### src/rtl/sercmd_pkg.sv
package sercmd_pkg;

    localparam int WORD_W = 32;
    localparam int OFS_W  = 6;

    localparam logic [OFS_W-1:0] OFS_CMD  = 6'h00;
    localparam logic [OFS_W-1:0] OFS_WDAT = 6'h04;
    localparam logic [OFS_W-1:0] OFS_RDAT = 6'h14;
    localparam logic [OFS_W-1:0] OFS_VCLR = 6'h24;
    localparam logic [OFS_W-1:0] OFS_STAT = 6'h28;

    typedef enum logic [2:0] {
        ST_IDLE = 3'd0,
        ST_BUSY = 3'd1,
        ST_WCLR = 3'd6
    } chan_state_e;

    typedef struct packed {
        logic [1:0]  cls;
        logic        wr;
        logic [3:0]  sid;
        logic [1:0]  len_m1;
        logic [15:0] addr;
    } bus_req_t;

    // count field values above 3 mean four bytes
    function automatic logic [1:0] clamp_len(input logic [2:0] cnt);
        return (cnt > 3'd3) ? 2'd3 : cnt[1:0];
    endfunction

    function automatic logic [WORD_W-1:0] lane_mask(input logic [1:0] len_m1);
        logic [WORD_W-1:0] m;
        for (int b = 0; b < WORD_W / 8; b++)
            m[b*8 +: 8] = (b <= int'(len_m1)) ? 8'hFF : 8'h00;
        return m;
    endfunction

endpackage

### src/rtl/sercmd_regdec.sv
module sercmd_regdec
    import sercmd_pkg::*;
#(
    parameter int ADDR_W = 6
) (
    input  logic              wr_en,
    input  logic [ADDR_W-1:0] addr,
    input  logic [WORD_W-1:0] wdat_q,
    input  logic [WORD_W-1:0] rdat_q,
    input  logic [WORD_W-1:0] stat_word,
    output logic              wr_cmd,
    output logic              wr_wdat,
    output logic              wr_vclr,
    output logic [WORD_W-1:0] rd_data
);

    always_comb begin
        wr_cmd  = wr_en && (addr == ADDR_W'(OFS_CMD));
        wr_wdat = wr_en && (addr == ADDR_W'(OFS_WDAT));
        wr_vclr = wr_en && (addr == ADDR_W'(OFS_VCLR));
    end

    always_comb begin
        if (addr == ADDR_W'(OFS_WDAT))
            rd_data = wdat_q;
        else if (addr == ADDR_W'(OFS_RDAT))
            rd_data = rdat_q;
        else if (addr == ADDR_W'(OFS_STAT))
            rd_data = stat_word;
        else
            rd_data = '0;
    end

endmodule

### src/rtl/sercmd_engine.sv
module sercmd_engine
    import sercmd_pkg::*;
(
    input  logic              clk,
    input  logic              rst,
    input  logic              wr_cmd,
    input  logic              wr_wdat,
    input  logic              wr_vclr,
    input  logic [WORD_W-1:0] wdata_in,
    input  logic              resp_valid,
    input  logic [WORD_W-1:0] resp_rdata,
    output chan_state_e       state,
    output logic              err,
    output logic [WORD_W-1:0] wdat_q,
    output logic [WORD_W-1:0] rdat_q,
    output bus_req_t          req,
    output logic [WORD_W-1:0] req_wdata,
    output logic              req_valid
);

    bus_req_t dec;

    // unpack an incoming command word
    always_comb begin
        dec.cls    = wdata_in[31:30];
        dec.wr     = wdata_in[29];
        dec.sid    = wdata_in[27:24];
        dec.len_m1 = clamp_len(wdata_in[18:16]);
        dec.addr   = wdata_in[15:0];
    end

    always_ff @(posedge clk) begin
        if (rst) begin
            state     <= ST_IDLE;
            err       <= 1'b0;
            wdat_q    <= '0;
            rdat_q    <= '0;
            req       <= '0;
            req_wdata <= '0;
            req_valid <= 1'b0;
        end else begin
            req_valid <= 1'b0;
            if (wr_wdat)
                wdat_q <= wdata_in;
            unique case (state)
                ST_IDLE: begin
                    if (wr_cmd) begin
                        req       <= dec;
                        req_wdata <= wdat_q & lane_mask(dec.len_m1);
                        req_valid <= 1'b1;
                        state     <= ST_BUSY;
                    end
                end
                ST_BUSY: begin
                    if (wr_cmd)
                        err <= 1'b1;
                    if (resp_valid) begin
                        if (req.wr) begin
                            state <= ST_IDLE;
                        end else begin
                            rdat_q <= resp_rdata & lane_mask(req.len_m1);
                            state  <= ST_WCLR;
                        end
                    end
                end
                ST_WCLR: begin
                    if (wr_cmd)
                        err <= 1'b1;
                    if (wr_vclr && wdata_in[0])
                        state <= ST_IDLE;
                end
                default: state <= ST_IDLE;
            endcase
        end
    end

endmodule

### src/rtl/sercmd_channel.sv
module sercmd_channel
    import sercmd_pkg::*;
#(
    parameter int ADDR_W = 6
) (
    input  logic              clk,
    input  logic              rst,
    input  logic              host_wr_en,
    input  logic [ADDR_W-1:0] host_addr,
    input  logic [31:0]       host_wdata,
    output logic [31:0]       host_rdata,
    output logic              bus_req_valid,
    output logic              bus_req_write,
    output logic [1:0]        bus_req_class,
    output logic [3:0]        bus_req_sid,
    output logic [1:0]        bus_req_len,
    output logic [15:0]       bus_req_addr,
    output logic [31:0]       bus_req_wdata,
    input  logic              bus_resp_valid,
    input  logic [31:0]       bus_resp_rdata
);

    logic              wr_cmd, wr_wdat, wr_vclr;
    chan_state_e       chan_state;
    logic              chan_err;
    logic [WORD_W-1:0] wdat_q, rdat_q, stat_word;
    bus_req_t          req;

    assign stat_word = {{(WORD_W-4){1'b0}}, chan_state, chan_err};

    sercmd_regdec #(.ADDR_W(ADDR_W)) u_dec (
        .wr_en     (host_wr_en),
        .addr      (host_addr),
        .wdat_q    (wdat_q),
        .rdat_q    (rdat_q),
        .stat_word (stat_word),
        .wr_cmd    (wr_cmd),
        .wr_wdat   (wr_wdat),
        .wr_vclr   (wr_vclr),
        .rd_data   (host_rdata)
    );

    sercmd_engine u_eng (
        .clk        (clk),
        .rst        (rst),
        .wr_cmd     (wr_cmd),
        .wr_wdat    (wr_wdat),
        .wr_vclr    (wr_vclr),
        .wdata_in   (host_wdata),
        .resp_valid (bus_resp_valid),
        .resp_rdata (bus_resp_rdata),
        .state      (chan_state),
        .err        (chan_err),
        .wdat_q     (wdat_q),
        .rdat_q     (rdat_q),
        .req        (req),
        .req_wdata  (bus_req_wdata),
        .req_valid  (bus_req_valid)
    );

    assign bus_req_write = req.wr;
    assign bus_req_class = req.cls;
    assign bus_req_sid   = req.sid;
    assign bus_req_len   = req.len_m1;
    assign bus_req_addr  = req.addr;

endmodule

### config.mk
export PLATFORM = sky130hd
export DESIGN_NAME = sercmd_channel
export DESIGN_NICKNAME = d
export VERILOG_FILES = /design/src/rtl/sercmd_pkg.sv /design/src/rtl/sercmd_regdec.sv /design/src/rtl/sercmd_engine.sv /design/src/rtl/sercmd_channel.sv
export SDC_FILE = /design/constraint.sdc
export NUM_CORES = 1
export LEC_CHECK = 0
export BUFFER_PORTS_ARGS = -buffer_cell sky130_fd_sc_hd__clkbuf_2
export CORE_MARGIN = 3
export CORE_UTILIZATION = 50
export DETAILED_ROUTE_END_ITERATION = 12
export GPL_ROUTABILITY_DRIVEN = 0
export PLACE_DENSITY = 0.79
export REMOVE_ABC_BUFFERS = 1
export SYNTH_ARGS = -nofsm -noshare
export SYNTH_HDL_FRONTEND = slang
export SYNTH_SLANG_ARGS = --single-unit
### constraint.sdc
create_clock -name clk -period 3.8 [get_ports clk]
set_clock_uncertainty 0.05 [all_clocks]
set_input_delay 0.38 -clock clk [delete_from_list [all_inputs] [get_ports clk]]
set_output_delay 0.38 -clock clk [all_outputs]
set_load 0.05 [all_outputs]
==> flow_summary_export.csv, run 1 <==
group,metric,value,unit
run_status,status,"completed",
route,drt_iter0_drc,316,
die,start_util,52.11,%
timing,max_freq,350.5,MHz
logic_synthesis,synth_warnings,0,
logic_synthesis,ys_seq_elements,125,
worst_setup_path,rr_worst_depth,6,
placement,dp_hpwl,9373,um
route,viasPerCell,5.516,
worst_setup_path,critPathSlowestCell,"and2_1",
cells_and_area,nets,817,
min_path,hold_end,"u_eng.rdat_q[6]",
logic_synthesis,syn_area_per_cell,8.112,um^2
job,max_cap_viol_count,0,
pwr,p_leak,0.002548,uW
worst_setup_path,critPathKind,"in -> out",
timing,hold_viol_final,0,
global_routing,antenna_found_initial,0,
worst_setup_path,crit_path_start_kind,"input port",
logic_synthesis,synth_largest_area_cell,"dfxtp_1",
cells_and_area,drive_gt1_share,28.29,%
clocking,clkSlewWorstSetupHoldPaths,0.06,ns
die,io_pins,164,
pwr,ir_worst_vdd,0.0002932,V
cells_and_area,seqCellArea,2502,um^2
worst_setup_path,crit_start,"host_addr[4]",
worst_setup_path,crit_chain,"clkbuf_2 -> nor3_1 -> and2_1 -> buf_4 -> a22o_1 -> clkbuf_2",
timing,slew_headroom,15.39,%
die,rows,35,
cells_and_area,antenna_cells,0,
cells_and_area,area_growth,28.67,%
clocking,cts_resized,0,
logic_synthesis,synthDistinctLibCells,34,
logic_synthesis,synthCells,602,
worst_setup_path,r2r_setup_slack,1.55,ns
die,die_h,104.8,um
pwr,p_total,3041,uW
timing,rsz0062_at_grt,"false",
logic_synthesis,synth_edf_count,0,
clocking,ctsLongestPathBuffers,2,
placement,pre_cts_ws,0.9236,ns
die,dieArea,10990,um^2
logic_synthesis,syn_area,4883,um^2
min_path,worst_hold_path.num_cells,3,
worst_setup_path,critical_path.top_delay_family,"simple AND/OR/NAND/NOR gates",
route,drc,0,
timing,tightest_slew,1.266,ns
global_routing,grt_max_degree,71,
clocking,root_buffer,"clkbuf_8",
worst_setup_path,worstPathMaxFanout,18,
timing,finalSetupTns,0,ns
worst_setup_path,cp.arrival,2.42,ns
route,routed_wl,14010,um
route,avgRoutedWirePerCell,15.89,um
logic_synthesis,dominantRegCellSynth,"dfxtp_1",
timing,postLayoutSetupSlackWorst,0.9471,ns
min_path,min-delay-path-class,"in -> reg",
die,core,9371,um^2
clocking,clock-sinks,125,
clocking,postCtsSetupBuffers,0,
cells_and_area,finalInstanceArea,6284,um^2
route,first_pass_iters,5,
global_routing,grtUsageTotal,25.96,%
clocking,cts_tree,"done",
worst_setup_path,slowest_delay,0.69,ns
route,via_count,4865,
logic_synthesis,synth.area.top_cells,"dfxtp_1 (51%), nand2_1 (14%), a21oi_1 (12%), a22o_1 (6.5%), nand3_1 (4.2%)",
global_routing,grt_pass1_vias,4691,
worst_setup_path,crit_path_frequent_cell,"clkbuf_2",
worst_setup_path,required,3.37,ns
logic_synthesis,netlist.area_leader.share,51.24,%
logic_synthesis,synthTopCellsByCount,"nand2_1 (186), dfxtp_1 (125), a21oi_1 (113)",
timing,setup_viol,0,
clocking,clkLatencyLatePin,0.51,ns
worst_setup_path,r2r_start,"u_eng.state[1]",
cells_and_area,fin_util,67.05,%
placement,portBuffers,163,
clocking,numCtsBuffers,17,
logic_synthesis,synth_most_common_cell,"nand2_1",
cells_and_area,multi_input_area,2130,um^2
worst_setup_path,reg2reg_to,"u_eng.rdat_q[28]",
worst_setup_path,crit_buf_inv,3,
global_routing,overflow,0,
pwr,power-per-cell-area,484.0,nW/um^2
placement,placed_area,5683,um^2
logic_synthesis,async_reset_ff_share,0,%
timing,fin_crit_sh,75.08,%
global_routing,grt_pass1_wl,23040,um
min_path,hp-start,"bus_resp_rdata[6]",
clocking,holdBufCountCts,0,
timing,post-route-min-period,2.853,ns
cells_and_area,fillerInstances,815,
logic_synthesis,ys_seq_area_share,51.24,%
worst_setup_path,critical_path.endpoint_type,"primary output",
die,die_w,104.8,um
route,ant_nets,0,
clocking,cts_max_level,4,
timing,timing.final.max_slew_violations,0,
[tightest hold or removal path: cells and delay by family]
kind                   cells  cell delay [ns]
AO/OA/AOI/OAI              1             0.05
AND/OR/NAND/NOR            1             0.04
buffers and inverters      1             0.08
[area by class of cell]
class | count | share of cell area, %
inverter | 5 | 0.2987
timing repair buffer | 170 | 13.86
clock inverter | 14 | 2.907
sequential | 125 | 39.82
multi-input combinational | 421 | 33.89
clock buffer | 18 | 6.651
tap | 129 | 2.569
[kinds of logic after synthesis]
kind of cell    count (synthesis)  share of synthesized area (%)
compound gates                159                          19.78
fa+ha+maj                       3                         0.7687
buf+inv                        56                          5.278
flops                         125                          51.24
simple gates                  259                          22.93
[per-stage QoR]
step	hold WS [ns]	instances
3_5_place_dp	0.3936	850
4_1_cts	0.02167	882
5_1_grt	0.02863	882
3_3_place_gp	0.3875	850
2_1_floorplan	0.3761	551
6_report	0.04345	882
[cell usage in the layout, fill, tap and decap left out, drive strengths merged, types with 2 or more instances in the layout]
| cell | netlist | layout |
|---|---|---|
| or2 | 2 | 2 |
| clkinvlp | 0 | 2 |
| and3 | 4 | 4 |
| a21oi | 114 | 114 |
| nand4 | 3 | 3 |
| buf | 20 | 8 |
| a222oi | 2 | 2 |
| nand3 | 41 | 41 |
| nor3 | 5 | 5 |
| ha | 3 | 3 |
| inv | 5 | 10 |
| clkinv | 0 | 4 |
| bufinv | 0 | 3 |
| nor2 | 8 | 8 |
| a22o | 36 | 36 |
| dfxtp | 125 | 125 |
| a31o | 2 | 2 |
| nand2 | 186 | 186 |
| clkbuf | 31 | 180 |
| a22oi | 2 | 2 |
| and2 | 3 | 3 |
[sequential cells by signal, summed over array words and instances, names as in the netlist]
register	flops
u_eng.err	1
u_eng.req	25
u_eng.state	2
u_eng.wdat_q	32
u_eng.req_valid	1
u_eng.req_wdata	32
u_eng.rdat_q	32
[metal layers]
metal | wire (um) | GRT usage, % | part of all wire, %
met5 | 0 | 0 | 0
met4 | 191 | 8.060 | 1.4
met3 | 1250 | 7.288 | 8.9
met2 | 6878 | 44.64 | 49
met1 | 5690 | 31.42 | 41
[worst max-delay path by stage]
| stage | to | depth (start not counted) |
|---|---|---|
| finish | host_rdata[8] | 6 |
| global route | host_rdata[3] | 7 |
| CTS | host_rdata[8] | 6 |
| detailed placement | host_rdata[8] | 6 |
| global placement | host_rdata[8] | 6 |
| floorplan | u_eng.req_wdata[24] | 4 |
[power by group]
| part | switching, uW | total, uW | internal (uW) |
|---|---|---|---|
| registers | 2.23 | 1320 | 1310 |
| clock network | 614 | 1630 | 1010 |
| logic | 63.0 | 98.5 | 35.6 |
Power figures use the tool's default switching activity.
==> run 2, diff against run 1 <==
--- a/config.mk
+++ b/config.mk
@@ -7,10 +7,10 @@
 export LEC_CHECK = 0
 export BUFFER_PORTS_ARGS = -buffer_cell sky130_fd_sc_hd__clkbuf_2
 export CORE_MARGIN = 3
-export CORE_UTILIZATION = 50
+export CORE_UTILIZATION = 45
 export DETAILED_ROUTE_END_ITERATION = 12
 export GPL_ROUTABILITY_DRIVEN = 0
-export PLACE_DENSITY = 0.79
+export PLACE_DENSITY = 0.75
 export REMOVE_ABC_BUFFERS = 1
 export SYNTH_ARGS = -nofsm -noshare
 export SYNTH_HDL_FRONTEND = slang
==> constraint.sdc (replaced) <==
create_clock -name clk -period 2.6 [get_ports clk]
set_clock_uncertainty 0.05 [all_clocks]
set_input_delay 0.26 -clock clk [delete_from_list [all_inputs] [get_ports clk]]
set_output_delay 0.26 -clock clk [all_outputs]
set_load 0.05 [all_outputs]
==> flow_summary_export.csv, run 2 (synthesis gave the netlist of run 1 again) <==
group,metric,value,unit
route,drc,0,
cells_and_area,finalInstanceArea,7036,um^2
clocking,root_buffer,"clkbuf_8",
pwr,p_leak,0.002850,uW
run_status,status,"completed",
worst_setup_path,crit_buf_inv,4,
route,viasPerCell,5.316,
cells_and_area,drive_gt1_share,26.52,%
route,avgRoutedWirePerCell,16.06,um
clocking,ctsLongestPathBuffers,2,
timing,rsz0062_at_grt,"false",
worst_setup_path,critical_path.top_delay_family,"buffers and inverters",
cells_and_area,final_common_cell,"nand2_1",
worst_setup_path,slowest_delay,0.37,ns
worst_setup_path,cp.arrival,1.78,ns
clocking,clkSlewWorstSetupHoldPaths,0.06,ns
die,dieArea,12140,um^2
die,die_h,110.2,um
timing,tightest_slew,0.6613,ns
global_routing,grtUsageTotal,25.40,%
worst_setup_path,crit_path_start_kind,"input port",
die,die_w,110.2,um
timing,max_freq,477.8,MHz
min_path,min-delay-path-class,"in -> reg",
cells_and_area,final_cell_mix,"nand2_1 (186), clkbuf_2 (156), dfxtp_1 (125)",
cells_and_area,fin_util,67.54,%
job,max_cap_viol_count,0,
timing,finalSetupTns,0,ns
worst_setup_path,critPathSlowestCell,"buf_4",
timing,timing.final.max_slew_violations,0,
die,core,10420,um^2
timing,hold_viol_final,0,
clocking,cts_max_level,4,
route,routed_wl,15380,um
pwr,power-per-cell-area,621.6,nW/um^2
timing,slew_headroom,55.75,%
die,rows,37,
clocking,postCtsSetupBuffers,0,
pwr,ir_worst_vdd,0.0003867,V
placement,portBuffers,163,
cells_and_area,area_growth,44.07,%
clocking,cts_resized,0,
timing,post-route-min-period,2.093,ns
die,io_pins,164,
worst_setup_path,critical_path.endpoint_type,"primary output",
worst_setup_path,critPathKind,"in -> out",
worst_setup_path,crit_chain,"clkbuf_2 -> nor3_1 -> and2_1 -> buf_4 -> a222oi_1 -> inv_1 -> clkbuf_2",
global_routing,overflow,0,
route,drt_iter0_drc,390,
global_routing,grt_max_degree,51,
clocking,clkLatencyLatePin,0.50,ns
global_routing,grt_pass1_vias,4940,
route,first_pass_iters,5,
route,via_count,5093,
timing,fin_crit_sh,80.49,%
placement,placed_cells,863,
cells_and_area,antenna_cells,0,
timing,fin_hold_ws,0.1234,ns
global_routing,antenna_found_initial,0,
worst_setup_path,crit_path_frequent_cell,"clkbuf_2",
clocking,cts_tree,"done",
cells_and_area,fillerInstances,844,
placement,placed_area,5834,um^2
route,ant_nets,0,
global_routing,grt_pass1_wl,23950,um
cells_and_area,nets,887,
timing,setup_viol,0,
placement,dp_hpwl,9519,um
clocking,clock-sinks,125,
die,start_util,46.88,%
worst_setup_path,required,2.29,ns
worst_setup_path,worstPathMaxFanout,32,
clocking,numCtsBuffers,17,
cells_and_area,reg.largest.list,"u_eng.rdat_q: 32 flops, u_eng.req_wdata: 32 flops, u_eng.wdat_q: 32 flops",
cells_and_area,stdcell_count,958,
[run 2: cell count changes in the layout (fill, tap and decap cells not counted), sizes merged]
cell         previous run  this run
inv                    10         7
bufinv                  3         2
clkinv                  4         7
buf                     8        20
clkbuf                180       173
dlygate4sd3             0        64
clkinvlp                2         3
[run 2: what timing repair did]
item	in CTS	in global routing
setup endpoints to repair	0	0
endpoints found under the hold margin	87	0
hold buffers	64	0
[run 2: path summary, 6_finish.rpt]
path         slack, ns                 from  depth (start not counted)                  end
max               0.51         host_addr[4]                          7        host_rdata[1]
min               0.12                  rst                          2      u_eng.req_valid
max reg2reg       0.65       u_eng.state[0]                          5  u_eng.req_wdata[27]
min reg2reg       0.40  u_eng.req_wdata[16]                          2  u_eng.req_wdata[16]
[run 2: through the flow]
step,total power (uW),setup slack (ns)
after floorplan,1995,0.2650
after global placement,2110,0.6184
after detailed placement,2113,0.5073
after CTS,4402,0.5130
after global routing,4527,0.3804
final,4373,0.5073
[run 2: where the power goes]
part / switching (uW) / internal, uW
Clock: 861 / 1360
Sequential: 3.20 / 1920
Combinational: 112 / 118
Total: 976 / 3400
[run 2: cell type report]
class,count,area (um^2),area share (%)
flip-flops and latches,125,2502,35.57
clock buffers,17,414.1,5.887
repair buffers,240,1659,23.58
inverters,5,18.77,0.2668
multi-input cells,421,2125,30.20
clock inverters,14,146.4,2.081
well taps,136,170.2,2.419
[run 2: metal layers]
layer / up-vias / global-route usage, % / wire (um)
li1: 2470 / - / -
met1: 2392 / 31.14 / 6362
met2: 210 / 43.67 / 7677
met3: 21 / 6.989 / 1125
met4: 0 / 7.300 / 216
met5: - / 0 / 0
==> run 3, diff against run 2 <==
--- a/config.mk
+++ b/config.mk
@@ -7,10 +7,10 @@
 export LEC_CHECK = 0
 export BUFFER_PORTS_ARGS = -buffer_cell sky130_fd_sc_hd__clkbuf_2
 export CORE_MARGIN = 3
-export CORE_UTILIZATION = 45
+export CORE_UTILIZATION = 50
 export DETAILED_ROUTE_END_ITERATION = 12
 export GPL_ROUTABILITY_DRIVEN = 0
-export PLACE_DENSITY = 0.75
+export PLACE_DENSITY = 0.79
 export REMOVE_ABC_BUFFERS = 1
 export SYNTH_ARGS = -nofsm -noshare
 export SYNTH_HDL_FRONTEND = slang
==> constraint.sdc (replaced) <==
create_clock -name clk -period 2 [get_ports clk]
set_clock_uncertainty 0.05 [all_clocks]
set_input_delay 0.2 -clock clk [delete_from_list [all_inputs] [get_ports clk]]
set_output_delay 0.2 -clock clk [all_outputs]
set_load 0.05 [all_outputs]
==> flow_summary_export.csv, run 3 (synthesis gave the netlist of run 1 again) <==
group,metric,value,unit
run_status,status,"completed",
placement,dp_hpwl,9451,um
timing,fin_hold_ws,0.08057,ns
route,routed_wl,15920,um
clocking,clkSlewWorstSetupHoldPaths,0.06,ns
global_routing,grtUsageTotal,28.91,%
timing,slew_headroom,63.43,%
timing,fin_crit_sh,93.53,%
timing,hold_viol_final,0,
global_routing,antenna_found_initial,0,
worst_setup_path,cp.arrival,1.62,ns
timing,tightest_slew,0.5486,ns
route,met1Wirelength,6247,um
pwr,p_leak,0.002889,uW
cells_and_area,reg.largest.list,"u_eng.rdat_q: 32 flops, u_eng.req_wdata: 32 flops, u_eng.wdat_q: 32 flops",
min_path,worst_hold_path.num_cells,3,
worst_setup_path,critPathKind,"in -> out",
pwr,power-per-cell-area,852.8,nW/um^2
die,die_w,104.8,um
worst_setup_path,rr_worst_depth,6,
min_path,hp-start,"bus_resp_valid",
global_routing,grt_max_degree,55,
route,drt_iter0_drc,380,
clocking,ctsLongestPathBuffers,2,
worst_setup_path,worstPathMaxFanout,15,
route,via_count,5301,
clocking,clkLatencyLatePin,0.51,ns
route,route.met3.wl,1204,um
route,drc,0,
cells_and_area,antenna_cells,0,
cells_and_area,nets,890,
worst_setup_path,reg2reg_to,"u_eng.req[13]",
timing,setup_viol,0,
route,viasPerCell,5.551,
worst_setup_path,r2r_setup_slack,0.32,ns
worst_setup_path,required,1.75,ns
die,io_pins,164,
global_routing,grt_pass1_wl,25520,um
clocking,cts_max_level,4,
cells_and_area,fillerInstances,672,
cells_and_area,drive_gt1_share,27.00,%
pwr,ir_worst_vdd,0.0006891,V
route,avgRoutedWirePerCell,16.67,um
cells_and_area,final_common_cell,"nand2_1",
die,core,9371,um^2
timing,timing.final.max_slew_violations,0,
min_path,min-delay-path-class,"in -> reg",
timing,post-route-min-period,1.871,ns
route,met2_length,8028,um
timing,max_freq,534.6,MHz
timing,finalSetupTns,0,ns
route,ant_nets,0,
die,start_util,52.11,%
cells_and_area,area_growth,45.25,%
placement,portBuffers,163,
die,dieArea,10990,um^2
clocking,postCtsSetupBuffers,0,
worst_setup_path,crit_path_start_kind,"input port",
job,max_cap_viol_count,0,
clocking,cts_tree,"done",
worst_setup_path,r2r_start,"u_eng.state[0]",
die,die_h,104.8,um
route,routed.top_layer,"met4",
worst_setup_path,critical_path.endpoint_type,"primary output",
timing,rsz0062_at_grt,"false",
die,rows,35,
min_path,hold_end,"u_eng.state[0]",
clocking,root_buffer,"clkbuf_8",
global_routing,grt_pass1_vias,5207,
route,first_pass_iters,5,
clocking,clock-sinks,125,
cells_and_area,final_cell_mix,"nand2_1 (186), clkbuf_2 (160), dfxtp_1 (125)",
global_routing,overflow,0,
clocking,numCtsBuffers,17,
-- run 3: power by group --
group          switching [uW]  internal, uW
sequential               4.51          2500
clock                    1140          2100
combinational             146           154
-- run 3: layout make-up --
cell class,instances,area [um^2],area share [%]
inverter,5,18.77,0.2646
timing repair buffer,243,1647,23.21
sequential,125,2502,35.28
clock buffer,20,445.4,6.280
clock inverter,12,183.9,2.593
multi-input combinational,421,2135,30.09
tap,129,161.4,2.276
-- run 3: how the worst max path moves through the flow --
stage                            start  cells past startpoint             endpoint  slack [ns]
after detailed placement  host_addr[4]                      6       host_rdata[21]        0.10
after CTS                 host_addr[4]                      6       host_rdata[31]        0.09
after global routing      host_addr[2]                      6       host_rdata[22]        0.08
after floorplan           host_addr[4]                      4  u_eng.req_wdata[24]       -0.28
after global placement    host_addr[4]                      6       host_rdata[26]        0.16
final                     host_addr[2]                      6       host_rdata[31]        0.13
-- run 3: stage by stage --
step | std cells | cell area [um^2] | total power, uW | setup WS, ns | utilization (%)
2_1_floorplan | 551 | 4644 | 2594 | -0.2750 | -
3_3_place_gp | 859 | 5818 | 2743 | 0.1650 | 62.08
3_5_place_dp | 859 | 5818 | 2746 | 0.1027 | 62.08
4_1_cts | 955 | 7088 | 6062 | 0.09055 | 75.63
5_1_grt | 955 | 7093 | 6232 | 0.07819 | 75.69
6_report | 955 | 7093 | 6049 | 0.1294 | 75.69
-- run 3: critical path, stage by stage --
cell and delay [ns]:
clkbuf_2 0.12, nor3b_2 0.27, and2_1 0.29, buf_4 0.27
a22o_1 0.18, clkbuf_2 0.28
-- run 3: layer usage --
| layer | global-route usage [%] | vias up |
|---|---|---|
| li1 | - | 2482 |
| met1 | 33.54 | 2497 |
| met2 | 50.60 | 282 |
| met3 | 6.424 | 40 |
| met4 | 13.31 | 0 |
| met5 | 0 | - |
-- run 3: timing repair --
action | in CTS | in global routing
hold buffers | 64 | 0
resized for setup | 0 | 1
endpoints found under the hold margin | 88 | 0
setup endpoints to repair | 0 | 10
